File: src/rtl/nbi_pkg.sv
package nbi_pkg;
  localparam int DATA_W = 4;

  typedef struct packed {
    logic latchAddr;
    logic wrEn;
    logic rdEn;
  } nbi_strobe_t;

  // Valid bit count of each digit position, counted from bit 0
  function automatic int digitWidth(input int idx);
    case (idx)
      1, 3, 6: digitWidth = 3;
      5, 8:    digitWidth = 2;
      10:      digitWidth = 1;
      default: digitWidth = DATA_W;
    endcase
  endfunction

  function automatic logic [DATA_W-1:0] digitMask(input int idx);
    logic [DATA_W-1:0] m;
    m = '0;
    for (int b = 0; b < DATA_W; b++)
      if (b < digitWidth(idx)) m[b] = 1'b1;
    return m;
  endfunction
endpackage

File: src/rtl/nbi_ctrl.sv
module nbi_ctrl
  import nbi_pkg::*;
(
  input  logic        csA,
  input  logic        csB,
  input  logic        addrLatch,
  input  logic        wrStrobe,
  input  logic        rdStrobe,
  output nbi_strobe_t strobes
);
  logic selected;

  // Primary select gates everything; secondary only adds a qualifier
  assign selected = csA & csB;

  always_comb begin
    strobes.latchAddr = selected & addrLatch;
    strobes.wrEn      = selected & wrStrobe;
    // a write wins over a simultaneous read
    strobes.rdEn      = selected & rdStrobe & ~wrStrobe;
  end
endmodule

File: src/rtl/nbi_datapath.sv
module nbi_datapath
  import nbi_pkg::*;
#(
  parameter int NUM_DIGITS = 13,
  parameter int ADDR_W     = 4,
  localparam int BUS_W     = NUM_DIGITS * DATA_W
) (
  input  logic              clk,
  input  logic              rstN,
  input  nbi_strobe_t       strobes,
  input  logic [DATA_W-1:0] busIn,
  input  logic [BUS_W-1:0]  digitsIn,
  output logic [DATA_W-1:0] busOut,
  output logic              busOe,
  output logic [NUM_DIGITS-1:0] digWrEn,
  output logic [DATA_W-1:0] digWrData
);
  logic [ADDR_W-1:0] addrQ;
  logic [DATA_W-1:0] digitArr [NUM_DIGITS];
  logic [DATA_W-1:0] rdNib;
  logic [DATA_W-1:0] wrMask;

  always_ff @(posedge clk or negedge rstN) begin
    if (!rstN)                  addrQ <= '0;
    else if (strobes.latchAddr) addrQ <= busIn[ADDR_W-1:0];
  end

  for (genvar g = 0; g < NUM_DIGITS; g++) begin : g_digit
    assign digitArr[g] = digitsIn[g*DATA_W +: DATA_W];
    assign digWrEn[g]  = strobes.wrEn && (addrQ == ADDR_W'(g));
  end

  // Unmapped addresses leave mask and read nibble at zero
  always_comb begin
    rdNib  = '0;
    wrMask = '0;
    for (int i = 0; i < NUM_DIGITS; i++) begin
      if (addrQ == ADDR_W'(i)) begin
        rdNib  = digitArr[i] & digitMask(i);
        wrMask = digitMask(i);
      end
    end
  end

  assign busOe     = strobes.rdEn;
  assign busOut    = strobes.rdEn ? rdNib : '0;
  assign digWrData = strobes.wrEn ? (busIn & wrMask) : '0;

  assert_addr_capture_R2: assert property (@(posedge clk) disable iff (!rstN)
    ($past(rstN) && $past(strobes.latchAddr)) |-> addrQ == $past(busIn[ADDR_W-1:0]));

  assert_addr_hold_R3: assert property (@(posedge clk) disable iff (!rstN)
    ($past(rstN) && !$past(strobes.latchAddr)) |-> $stable(addrQ));

  assert_we_onehot_R4: assert property (@(posedge clk) disable iff (!rstN)
    $onehot0(digWrEn));

  assert_special_no_write_R7: assert property (@(posedge clk) disable iff (!rstN)
    (addrQ >= ADDR_W'(NUM_DIGITS)) |-> (digWrEn == '0));

  assert_write_beats_read_R8: assert property (@(posedge clk) disable iff (!rstN)
    (digWrEn != '0) |-> !busOe);
endmodule

File: src/rtl/nibble_bus_if.sv
module nibble_bus_if
  import nbi_pkg::*;
#(
  parameter int NUM_DIGITS = 13,
  parameter int ADDR_W     = 4
) (
  input  logic                         clk,
  input  logic                         rstN,
  input  logic                         csA,
  input  logic                         csB,
  input  logic                         addrLatch,
  input  logic                         wrStrobe,
  input  logic                         rdStrobe,
  input  logic [3:0]                   busIn,
  output logic [3:0]                   busOut,
  output logic                         busOe,
  input  logic [NUM_DIGITS*4-1:0]      digitsIn,
  output logic [NUM_DIGITS-1:0]        digWrEn,
  output logic [3:0]                   digWrData
);
  nbi_strobe_t strobes;

  nbi_ctrl u_ctrl (
    .csA       (csA),
    .csB       (csB),
    .addrLatch (addrLatch),
    .wrStrobe  (wrStrobe),
    .rdStrobe  (rdStrobe),
    .strobes   (strobes)
  );

  nbi_datapath #(
    .NUM_DIGITS (NUM_DIGITS),
    .ADDR_W     (ADDR_W)
  ) u_dp (
    .clk       (clk),
    .rstN      (rstN),
    .strobes   (strobes),
    .busIn     (busIn),
    .digitsIn  (digitsIn),
    .busOut    (busOut),
    .busOe     (busOe),
    .digWrEn   (digWrEn),
    .digWrData (digWrData)
  );

  assert_cs_gate_R1: assert property (@(posedge clk) disable iff (!rstN)
    !(csA && csB) |-> (!busOe && digWrEn == '0 && digWrData == '0));

  assert_bus_released_R10: assert property (@(posedge clk) disable iff (!rstN)
    !busOe |-> busOut == '0);
endmodule

File: config.mk
export PLATFORM = sky130hd
export DESIGN_NAME = nibble_bus_if
export DESIGN_NICKNAME = d
export VERILOG_FILES = /design/src/rtl/nbi_pkg.sv /design/src/rtl/nbi_ctrl.sv /design/src/rtl/nbi_datapath.sv /design/src/rtl/nibble_bus_if.sv
export SDC_FILE = /design/constraint.sdc
export NUM_CORES = 1
export LEC_CHECK = 0
export ABC_AREA = 1
export BUFFER_PORTS_ARGS = -buffer_cell sky130_fd_sc_hd__buf_2
export CAP_MARGIN = 20
export CORE_MARGIN = 4
export CORE_UTILIZATION = 40
export DETAILED_ROUTE_END_ITERATION = 16
export HOLD_SLACK_MARGIN = 0.1
export PLACE_DENSITY_LB_ADDON = 0.3
export SLEW_MARGIN = 10
export SYNTH_ARGS = -nofsm -noshare
export SYNTH_HDL_FRONTEND = slang
export SYNTH_SLANG_ARGS = --single-unit
File: constraint.sdc
create_clock -name clk -period 3.4 [get_ports clk]
set_input_delay 0.68 -clock clk [delete_from_list [all_inputs] [get_ports clk]]
set_output_delay 0.68 -clock clk [all_outputs]
set_load 0.005 [all_outputs]
== After elaboration in Yosys (flattened, before gate mapping) ==
Index checks and enable logic that the tools add are counted.

* Bits in registers: 4
* Input port bits: 63
* Output and inout port bits: 22
* Logic and storage cells: 244

* Order comparisons: 52
* Eq/ne operators: 12
* Multiplexer cells: 145
* Bitwise operators: 20
* Reduce and logical (&&, ||, !) cells: 14

{| class="wikitable"
|+ Operator list
! kind !! number
|-
| 3-bit by 32-bit < comparator with 1-bit output, first input constant || 26
|-
| 1-bit by 32-bit < comparator with 1-bit output, first input constant || 13
|-
| 2-bit by 32-bit < comparator with 1-bit output, first input constant || 13
|-
| 32-bit 2-to-1 mux || 13
|-
| 4-bit 2-to-1 mux || 28
|-
| 1-bit 2-to-1 mux || 104
|-
| 4-bit AND || 14
|-
| 4-bit equality test, second input constant || 5
|-
| 4-bit by 3-bit equality test with 1-bit output, second input constant || 4
|-
| 1-bit logical AND || 13
|-
| 4-bit by 2-bit equality test with 1-bit output, second input constant || 2
|-
| 1-bit AND || 5
|-
| 4-bit by 1-bit equality test with 1-bit output, second input constant || 1
|-
| 4-bit logical NOT || 1
|-
| 1-bit NOT || 1
|}

== Logic depth before layout (Yosys ltp) ==
Gate-level depths: netlist of run 1.

* Depth in word-level cells: 20
* Gate-level depth with buffers: 13

== Hierarchy ==
Synthesis of run 1 repeated with hierarchy kept, for this count alone.

* Cell total of the unflattened synthesis: 159
* Area total of the unflattened synthesis: 797.0 um2

{| class="wikitable"
|+ Modules (own cells, without submodules)
! module !! instances !! cells each !! area each (um2) !! seq. area each (um2)
|-
| nbi_datapath || 1 || 152 || 770.7 || 100.1
|-
| nbi_ctrl || 1 || 7 || 26.3 || 0.0
|}

== Least setup slack after synthesis of run 1 ==
Ideal clock, no wire load.

* Path kind: in2out
* Start point: input csA
* End point: output digWrEn[11]
* Arrival: 1.293 ns
* Path slack: 1.427 ns
* Stages on the path: 5
* Path buffers: 1
* Cells stage by stage: nand2_1 nor2_1 inv_1 buf_1 nor3_1

* Word-level cells in the longest chain between the ends: 3

{| class="wikitable"
|+ Ends and longest elaborated chain
! element !! line !! text
|-
| from (decl) || nibble_bus_if.sv:9 || <nowiki>input logic csA,</nowiki>
|-
| 1-bit AND || nbi_ctrl.sv:14 || <nowiki>assign selected = csA & csB;</nowiki>
|-
| 1-bit AND || nbi_ctrl.sv:18 || <nowiki>strobes.wrEn = selected & wrStrobe;</nowiki>
|-
| 1-bit logical AND || nbi_datapath.sv:30 || <nowiki>assign digWrEn[g] = strobes.wrEn && (addrQ == ADDR_W'(g));</nowiki>
|-
| to (decl) || nibble_bus_if.sv:18 || <nowiki>output logic [NUM_DIGITS-1:0] digWrEn,</nowiki>
|}

No other way between the ends.

== Worst setup path in the final report of run 1 ==
* Start point: register u_dp.addrQ[2]
* End point: output busOut[1]

* Word-level cells in the longest chain between the ends: 15
* Elaborated cells between the ends (all ways): 27
* Classes of those cells: eq/ne (12); mux (14); reduce/logical (1)

{| class="wikitable"
|+ Ends and longest elaborated chain
! element !! line !! text
|-
| from (decl) || nbi_datapath.sv:18 || <nowiki>logic [ADDR_W-1:0] addrQ;</nowiki>
|-
| from (signal assigned) || nbi_datapath.sv:25 || <nowiki>else if (strobes.latchAddr) addrQ <= busIn[ADDR_W-1:0];</nowiki>
|-
| 4-bit logical NOT || nbi_datapath.sv:38 || <nowiki>if (addrQ == ADDR_W'(i)) begin</nowiki>
|-
| 4-bit 2-to-1 mux (12 in series) || nbi_datapath.sv:38 ||
|-
| 4-bit 2-to-1 mux (*) || nbi_datapath.sv:38 ||
|-
| 4-bit 2-to-1 mux (*) || nbi_datapath.sv:46 || <nowiki>assign busOut = strobes.rdEn ? rdNib : '0;</nowiki>
|-
| to (decl) || nibble_bus_if.sv:15 || <nowiki>output logic [3:0] busOut,</nowiki>
|}

Every way passes the cells marked *; elsewhere a longest branch is shown, timed or not.

==> reports/metrics.cfg, run 1 <==
[synthesis]
yosysWarnings = 0
synthTopCellsByArea = nand2_1 14%, dfrtp_1 11%, nor2_1 9.5%
async_reset_ff_share_pct = 100
syn_inst = 157
netlist_top_cells_count = 34 x nand2_1, 23 x nor2_1, 20 x inv_1
netlist_area_sq_um = 905
synth_top_area_share_pct = 14.1
ys_types = 26
ys.flop_type = dfrtp_1
ys_seq_area_share_pct = 11.1
syn_nets = 220
synth_top_area_cell = nand2_1
synth_seq_cells = 4
synth_edf_count = 0
synth_most_common_cell = nand2_1
avgSynthCellArea_sq_um = 5.76

[global_routing]
gr-max-usage-layer = met2
track_usage_pct = 17.7
overflow = 0
gr-usage-met2_pct = 27.4
grt_util_met1_pct = 24.5
grt_pass1_wl_mm = 4.62
grt_max_degree = 16
grt_pass1_vias = 1072
antenna_found_initial = 0
grt.met3_usage_pct = 4.90

[worst_setup_path]
r2r-end = u_dp.addrQ[2]
required_ns = 2.72
cpMostUsedCell = nand2_1
critPathLaunchType = flip-flop
cpMaxStageDelayCell = dfrtp_1
critPathKind = reg2out
reg2reg_depth = 2
cp-end-kind = primary output
regToRegSetupSlack_ns = 2.49
r2r-start = u_dp.addrQ[2]
critPathArrivalTime_ns = 2.04
max_stage_delay_ns = 0.55
crit_chain = nor2_2 -> nand2_1 -> o21ai_1 -> nand2_1 -> nand2_1 -> nand4_1 -> a21oi_1 -> nor2_1 -> buf_2
worstPathMaxFanout = 11

[cells_and_area]
final_area_sq_um = 1280
layout-drive-gt1-share_pct = 43.2
area.growth.synth_to_final_pct = 41.8
nets = 294
diodes = 0
fill_cells = 218
top_register = u_dp.addrQ
reg_top3 = u_dp.addrQ (4)
largest_reg_flops = 4

[die]
coreArea_sq_um = 2060
start_util_pct = 43.9
die_h_um = 55.6
die-area_sq_um = 3090
die_w_um = 55.6
num_io_pins = 85
std_cell_rows = 16

[sta]
hold_violations = 0
drv_slew = 0
skew_ns = 0
period_minus_slack_ns = 2.72
setup_viol = 0
timing.fmax_mhz = 367
worstMarginPinSlew_ns = 0.501
rsz0062_at_grt = false
slew_headroom_pct = 66.6
period_share_pct = 80.1
finalSetupTns_ns = 0

[clock_tree]
clockBufferDepth = 2
clock_latency_ns = 0.23
numCtsBuffers = 3
cts_sinks = 4
cts_max_level = 1
cts_tree = done
hold_buffers = 0
cts_resized = 0
cts_setup_buffers = 0
cts-root-buf = clkbuf_4
clk_pin_slew_ns = 0.04

[power]
ir_worst_vdd_mv = 0.207
power.density_nw_per_um2 = 272
intPower_uw = 180
switching_share_pct = 48.4
seq_power_share_pct = 23.8
p_clk_share_pct = 16.3
power_leakage_uw = 0.000773
combPwrFrac_pct = 60.0
p_sw_uw = 169

[routing]
num_vias = 1188
drtIter0Drc = 19
drcViolationCount = 0
wl_per_cell_um = 10.5
wirelength_mm = 2.70
avgViaCountPerCell = 4.64
ant_nets = 0
dr.pass1.iters = 4

[run]
max_cap_violations = 0

[outcome]
status = finished, final reports clean

[place]
globalplace.congestion = 0.773
placed_cell_area_sq_um = 1260
hpwl_mm = 2.30
numPortBuffers = 74

[worst_hold_path]
hold_path_class = in2async

## placed cells by master (no fill, tap or decap), types with 4 or more instances in the layout
master   instances
dfrtp_1          4
nand2_1         34
nand4_1          6
inv_2            5
inv_1           20
o21ai_0         11
nand3_1         12
nor3_1           7
buf_2           74
nor2_1          23
## cell families after synthesis
group,share of synthesized area (%)
AOI/OAI and AO/OA,13.0
buffers and inverters,17.8
DFF,11.1
and+or+nand+nor,58.1
## power by group through the flow
stage / clock [uW] / combinational [uW] / sequential (uW)
after floorplan: 0 / 185 / 60.7
after global placement: 0 / 208 / 83.3
after detailed placement: 0 / 209 / 83.4
after CTS: 59.2 / 210 / 82.7
after global routing: 62.9 / 240 / 85.5
final: 56.7 / 209 / 82.8
## how the worst max path moves through the flow
| stage | cells past startpoint | start | endpoint | slack, ns |
|---|---|---|---|---|
| 2_1_floorplan | 5 | csA | digWrEn[11] | 1.43 |
| 3_3_place_gp | 9 | u_dp.addrQ[2] | busOut[1] | 0.96 |
| 3_5_place_dp | 9 | u_dp.addrQ[2] | busOut[1] | 0.94 |
| 4_1_cts | 9 | u_dp.addrQ[2] | busOut[1] | 0.69 |
| 5_1_grt | 9 | u_dp.addrQ[2] | busOut[1] | 0.40 |
| 6_report | 9 | u_dp.addrQ[2] | busOut[1] | 0.68 |
## worst max-delay path, delay by kind of cell, from the launching register on
family,cells,cell delay [ns]
buffers and inverters,1,0.12
DFF,1,0.55
and+or+nand+nor,6,0.86
AOI/OAI and AO/OA,2,0.30
## final cells by class
cell class	count	area [sq um]	share of cell area (%)
multi-input cells	120	643	50.1
repair buffers	74	370	28.9
inverters	28	113	8.78
flip-flops and latches	4	100	7.80
well taps	27	33.8	2.63
clock buffers	3	22.5	1.76
## layer usage
layer	vias up	routed length (um)
met5	-	0
met4	0	0
met3	0	315
met2	62	1140
met1	470	1240
li1	656	-
## metrics by stage
step	instances	utilization [%]	power (uW)	setup slack, ns	hold slack [ns]
floorplan	157	-	246	1.43	0.384
finish	256	62.2	348	0.678	0.244
global route	256	62.2	388	0.403	0.243
CTS	256	62.2	352	0.688	0.240
global placement	253	61.1	291	0.958	0.483
detailed placement	253	61.1	292	0.936	0.486
Note: power is estimated with default switching activity, not from simulation.
==> run 2: changes to the inputs <==
- CORE_UTILIZATION: 40 -> 37
- clock period: 3.4 -> 2.7 ns (I/O delays scaled with it)
==> reports/metrics.cfg, run 2 (synthesis results as in run 1) <==
[outcome]
status = finished, final reports clean  ; unchanged

[sta]
period_minus_slack_ns = 2.46
rsz0062_at_grt = false  ; unchanged
hold_violations = 0  ; unchanged
skew_ns = 0  ; unchanged
slew_headroom_pct = 63.2  ; was 66.6%
finalSetupTns_ns = 0  ; unchanged
worstMarginPinSlew_ns = 0.552  ; was 0.501 ns
timing.fmax_mhz = 407
period_share_pct = 91.0
setup_viol = 0  ; unchanged
drv_slew = 0  ; unchanged

[clock_tree]
cts_sinks = 4  ; unchanged
cts-root-buf = clkbuf_4  ; unchanged
cts_tree = done  ; unchanged
clock_latency_ns = 0.23  ; about the same
clk_pin_slew_ns = 0.04  ; about the same
cts_max_level = 1  ; unchanged
numCtsBuffers = 3  ; unchanged
clockBufferDepth = 2  ; unchanged

[routing]
ant_nets = 0  ; unchanged
drtIter0Drc = 43  ; was 19
wirelength_mm = 2.77  ; was 2.70 mm
avgViaCountPerCell = 4.76  ; was 4.64
wl_per_cell_um = 10.7  ; was 10.5 um
dr.pass1.iters = 4  ; unchanged
num_vias = 1227  ; was 1188
drcViolationCount = 0  ; unchanged

[worst_setup_path]
required_ns = 2.16  ; was 2.72 ns
critPathArrivalTime_ns = 1.92  ; was 2.04 ns
reg2reg_depth = 2  ; unchanged
critPathLaunchType = flip-flop  ; unchanged
r2r-end = u_dp.addrQ[2]  ; unchanged
critPathKind = reg2out  ; unchanged
cp-end-kind = primary output  ; unchanged
regToRegSetupSlack_ns = 1.75  ; was 2.49 ns
worstPathMaxFanout = 10  ; was 11
r2r-start = u_dp.addrQ[2]  ; unchanged

[cells_and_area]
diodes = 0  ; unchanged
largest_reg_flops = 4  ; unchanged
layout-drive-gt1-share_pct = 43.0  ; was 43.2%
layout_commonest_cell = buf_2  ; unchanged
area.growth.synth_to_final_pct = 43.6  ; was 41.8%
nets = 295  ; was 294
top_register = u_dp.addrQ  ; unchanged
final_cell_mix = 74 x buf_2, 34 x nand2_1, 23 x nor2_1  ; unchanged
reg_top3 = u_dp.addrQ (4)  ; unchanged
final_area_sq_um = 1300  ; was 1280 sq um

[worst_hold_path]
hold_path_class = in2reg  ; was in2async
holdPathStages = 3
min-delay-start = busIn[2]
min_to = u_dp.addrQ[2]

[power]
power_leakage_uw = 0.000779  ; was 0.000773 uW
ir_worst_vdd_mv = 0.186  ; was 0.207 mV
power_uw = 447  ; was 348 uW
power.density_nw_per_um2 = 344  ; was 272 nW/um^2

[global_routing]
grt_max_degree = 16  ; unchanged
overflow = 0  ; unchanged
grt_pass1_vias = 1094  ; was 1072
grt_pass1_wl_mm = 4.46  ; was 4.62 mm
antenna_found_initial = 0  ; unchanged
track_usage_pct = 16.7  ; was 17.7%

[die]
num_io_pins = 85  ; unchanged
std_cell_rows = 17  ; was 16
coreArea_sq_um = 2280  ; was 2060 sq um
die-area_sq_um = 3300  ; was 3090 sq um
die_h_um = 57.4  ; was 55.6 um
start_util_pct = 39.7  ; was 43.9%
die_w_um = 57.4  ; was 55.6 um

[run]
max_cap_violations = 0  ; unchanged

[place]
numPortBuffers = 74  ; unchanged
placed_cell_area_sq_um = 1260  ; about the same
globalplace.congestion = 0.762  ; was 0.773
hpwl_mm = 2.34  ; was 2.30 mm

run 2: changes by cell type in the layout (fill, tap and decap cells not counted):
cell and change:
dlygate4sd3_1 +1, nor2_2 -1, nor2_4 +1
run 2: stage by stage:
stage / util, % / worst slack, ns / std cells / hold slack [ns]
final: 57.1 / 0.243 / 258 / 0.585
after global routing: 57.1 / 0.0263 / 258 / 0.598
after CTS: 56.8 / 0.134 / 258 / 0.583
after detailed placement: 55.4 / 0.394 / 254 / 0.347
after global placement: 55.4 / 0.405 / 254 / 0.344
after floorplan: - / 0.896 / 157 / 0.244
run 2: critical path: stages (launching register included):
cell	delay [ns]
dfrtp_1	0.68
nand2_4	0.15
nor2_4	0.12
inv_2	0.05
or2_0	0.19
nand2_1	0.09
nand4_1	0.09
a21oi_1	0.14
nor2_1	0.05
buf_2	0.12
run 2: repair_timing:
item,CTS,global route
setup endpoints to repair,0,1
buffers inserted,0,0
endpoints found under the hold margin,2,0
hold buffers,1,0
resized for setup,0,1
run 2: worst max path at each step:
stage,endpoint,startpoint,slack (ns),cells after the start
floorplan,busOut[1],u_dp.addrQ[1],0.90,10
global placement,busOut[1],u_dp.addrQ[2],0.40,9
detailed placement,busOut[1],u_dp.addrQ[2],0.39,9
CTS,busOut[1],u_dp.addrQ[2],0.13,9
global route,busOut[1],u_dp.addrQ[0],0.03,11
finish,busOut[1],u_dp.addrQ[2],0.24,9
run 2: area by class of cell:
type / count / area [sq um]
clock buffer: 3 / 22.5
timing repair buffer: 75 / 380
multi-input combinational: 120 / 648
inverter: 28 / 113
fill: 250 / 977
sequential: 4 / 100
tap: 28 / 35.0
run 2: report_power, final:
part / leakage (uW) / switching [uW] / internal [uW]
sequential: 0.0000499 / 37.4 / 69.3
clock: 0.0000138 / 24.6 / 49.7
combinational: 0.000715 / 157 / 109
run 2: metal layers:
metal	vias up	share of wire, %	track usage, %
met4	0	0.43	5.96
met2	57	42	26.6
met3	2	12	4.30
li1	658	-	-
met1	510	45	21.4
met5	-	0	0
==> run 3: changes to the inputs <==
- ABC_AREA: 1 -> default
- CORE_UTILIZATION: 37 -> 35
==> reports/metrics.cfg, run 3 <==
[global_routing]
grt_pass1_vias = 1170  ; was 1094
track_usage_pct = 18.7  ; was 16.7%
antenna_found_initial = 0  ; unchanged
overflow = 0  ; unchanged
grt_max_degree = 27  ; was 16
grt_pass1_wl_mm = 4.97  ; was 4.46 mm

[synthesis]
yosys.area_share.simple_pct = 30.4  ; was 58.1%
avgSynthCellArea_sq_um = 6.96  ; was 5.76 sq um
synth_xor_area_share_pct = 0  ; unchanged
syn_nets = 177  ; was 220
synth_edf_count = 0  ; unchanged
netlist_top_cells_count = 14 x nand2_1, 13 x nor2_1, 10 x o21ai_0  ; was 34 x nand2_1, 23 x nor2_1, 20 x inv_1
synth_compound_area_share_pct = 27.9  ; was 13.0%
ys_types = 35  ; was 26
syn_inst = 114  ; was 157
synthTopCellsByArea = dfrtp_1 13%, mux2_2 8.5%, nand2_1 6.6%  ; was nand2_1 14%, dfrtp_1 11%, nor2_1 9.5%
async_reset_ff_share_pct = 100  ; unchanged
synth_top_area_cell = dfrtp_1  ; was nand2_1
synth_top_family_by_area = simple AND/OR/NAND/NOR gates  ; unchanged
synthAdderAreaFrac_pct = 0  ; unchanged
muxShareOfSynthArea_pct = 20.5  ; was 0%
synth_top_area_share_pct = 12.6  ; was 14.1%
yosysWarnings = 0  ; unchanged
ys_seq_area_share_pct = 12.6  ; was 11.1%
ys.flop_type = dfrtp_1  ; unchanged
netlist_area_sq_um = 793  ; was 905 sq um
synth_most_common_cell = nand2_1  ; unchanged
synth_seq_cells = 4  ; unchanged

[cells_and_area]
layout-drive-gt1-share_pct = 49.2  ; was 43.0%
fill_cells = 192  ; was 250
nets = 250  ; was 295
reg_top3 = u_dp.addrQ (4)  ; unchanged
final_cell_mix = 74 x buf_2, 14 x nand2_1, 13 x nor2_1  ; was 74 x buf_2, 34 x nand2_1, 23 x nor2_1
top_register = u_dp.addrQ  ; unchanged
diodes = 0  ; unchanged
layout_commonest_cell = buf_2  ; unchanged
area.growth.synth_to_final_pct = 53.5  ; was 43.6%
largest_reg_flops = 4  ; unchanged

[power]
combPwrFrac_pct = 59.6  ; was 59.5%
seq_power_share_pct = 25.1  ; was 23.8%
p_sw_uw = 205  ; was 219 uW
ir_worst_vdd_mv = 0.308  ; was 0.186 mV
switching_share_pct = 43.6  ; was 48.9%
p_clk_share_pct = 15.3  ; was 16.6%
power.density_nw_per_um2 = 387  ; was 344 nW/um^2
intPower_uw = 266  ; was 229 uW
power_leakage_uw = 0.000658  ; was 0.000779 uW

[routing]
ant_nets = 0  ; unchanged
avgViaCountPerCell = 5.51  ; was 4.76
drtIter0Drc = 46  ; was 43
drcViolationCount = 0  ; unchanged
wirelength_mm = 2.97  ; was 2.77 mm
num_vias = 1168  ; was 1227
dr.pass1.iters = 4  ; unchanged
wl_per_cell_um = 14.0  ; was 10.7 um

[sta]
skew_ns = 0  ; unchanged
drv_slew = 0  ; unchanged
worstMarginPinSlew_ns = 0.557  ; was 0.552 ns
timing.fmax_mhz = 393  ; was 407 MHz
finalSetupTns_ns = 0  ; unchanged
hold_violations = 0  ; unchanged
setup_viol = 0  ; unchanged
period_share_pct = 94.2  ; was 91.0%
fin_hold_ws_ns = 0.565  ; was 0.585 ns
period_minus_slack_ns = 2.54  ; was 2.46 ns
rsz0062_at_grt = false  ; unchanged
slew_headroom_pct = 62.8  ; was 63.2%

[worst_setup_path]
cpLargestDelayFamily = multiplexers  ; was simple AND/OR/NAND/NOR gates
required_ns = 2.16  ; about the same
max_stage_delay_ns = 0.62  ; was 0.68 ns
crit_chain = mux4_2 -> mux2_2 -> o211a_1 -> buf_2  ; was nand2_4 -> nor2_4 -> inv_2 -> or2_0 -> nand2_1 -> nand4_1 -> a21oi_1 -> nor2_1 -> buf_2
startpoint = u_dp.addrQ[2]  ; unchanged
critPathLaunchType = flip-flop  ; unchanged
r2r-start = u_dp.addrQ[1]  ; was u_dp.addrQ[2]
worstSetupPathDepth = 4  ; was 9
cpMaxStageDelayCell = dfrtp_1  ; unchanged
worstPathMaxFanout = 15  ; was 10
cp-end-kind = primary output  ; unchanged
cp-endpoint = busOut[2]  ; was busOut[1]
critPathKind = reg2out  ; unchanged
reg2reg_depth = 2  ; unchanged
critPathArrivalTime_ns = 2.00  ; was 1.92 ns
r2r-end = u_dp.addrQ[1]  ; was u_dp.addrQ[2]
cp.buffers_inverters = 1  ; was 2
regToRegSetupSlack_ns = 1.48  ; was 1.75 ns

[clock_tree]
cts_tree = done  ; unchanged
cts_sinks = 4  ; unchanged
clock_latency_ns = 0.23  ; about the same
numCtsBuffers = 3  ; unchanged
cts_setup_buffers = 0  ; unchanged
clockBufferDepth = 2  ; unchanged
cts_max_level = 1  ; unchanged
cts-root-buf = clkbuf_4  ; unchanged
clk_pin_slew_ns = 0.04  ; about the same

[die]
die_h_um = 55.6  ; was 57.4 um
num_io_pins = 85  ; unchanged
start_util_pct = 38.5  ; was 39.7%
die_w_um = 55.6  ; was 57.4 um
die-area_sq_um = 3090  ; was 3300 sq um
std_cell_rows = 16  ; was 17
coreArea_sq_um = 2060  ; was 2280 sq um

[place]
numPortBuffers = 74  ; unchanged
hpwl_mm = 2.40  ; was 2.34 mm
globalplace.congestion = 0.838  ; was 0.762

[worst_hold_path]
holdPathStages = 2  ; was 3
hold_path_class = in2reg  ; unchanged

[outcome]
status = finished, final reports clean  ; unchanged

[run]
max_cap_violations = 0  ; unchanged

run 3: cell types whose count changed in the layout (fill, tap and decap cells not counted), sizes merged, moves of 5 or more:
cell   before  now
a21oi       2    7
nand2      39   14
inv        28    3
nor2       31   13
mux2i       0    5
nand4       6    1
nand3      12    3
mux2        0    6
run 3: worst register-to-register path: stages, from the launching register on:
cell and delay [ns]:
dfrtp_1 0.57, buf_4 0.27, mux2_2 0.26
run 3: cell type report:
cell class | instances | area, sq um | area share [%]
sequential | 4 | 100 | 8.22
clock buffer | 3 | 22.5 | 1.85
tap | 27 | 33.8 | 2.77
inverter | 3 | 11.3 | 0.925
timing repair buffer | 79 | 423 | 34.7
multi-input combinational | 96 | 627 | 51.5
run 3: how the worst min path moves through the flow:
stage	startpoint	end	slack (ns)
after floorplan	rstN	u_dp.addrQ[0]	0.24
after CTS	rstN	u_dp.addrQ[3]	0.11
after global routing	busIn[1]	u_dp.addrQ[1]	0.57
after detailed placement	rstN	u_dp.addrQ[3]	0.35
after global placement	rstN	u_dp.addrQ[3]	0.35
final	busIn[0]	u_dp.addrQ[0]	0.57
run 3: kinds of logic (layout without fill, tap and decap cells):
logic type,after synthesis,count (layout)
DFF,4,4
AOI/OAI and AO/OA,34,34
muxes,13,13
buffers and inverters,14,85
and+or+nand+nor,49,49
run 3: routing by layer:
metal  up-vias  wire length, um  global-route usage [%]
li1        570                -                       -
met1       527             1100                    21.1
met2        71             1550                    35.3
met3         0              317                    4.64
met4         0                0                    3.47
met5         -                0                       0
run 3: power by group through the flow:
| stage | registers [uW] | logic (uW) | clock network, uW |
|---|---|---|---|
| after detailed placement | 118 | 276 | 0 |
| after CTS | 118 | 278 | 75.3 |
| after global placement | 117 | 268 | 0 |
| after floorplan | 79.7 | 218 | 0 |
| final | 118 | 281 | 72.2 |
| after global routing | 123 | 312 | 82.2 |
run 3: through the flow:
step                      std cells  cell area [sq um]  total power (uW)  util (%)  setup slack, ns
final                           212               1220               471      59.0            0.158
after floorplan                 114                793               298         -            0.716
after CTS                       211               1210               471      58.5            0.148
after global placement          208               1180               385      57.4            0.429
after global routing            212               1220               517      59.0           0.0200
after detailed placement        208               1180               394      57.4            0.406
run 3: timing repair:
| item | CTS | global route |
|---|---|---|
| setup endpoints to repair | 0 | 1 |
| hold buffers | 0 | 1 |
| gates resized for setup | 0 | 1 |
| hold endpoints to repair | 0 | 2 |
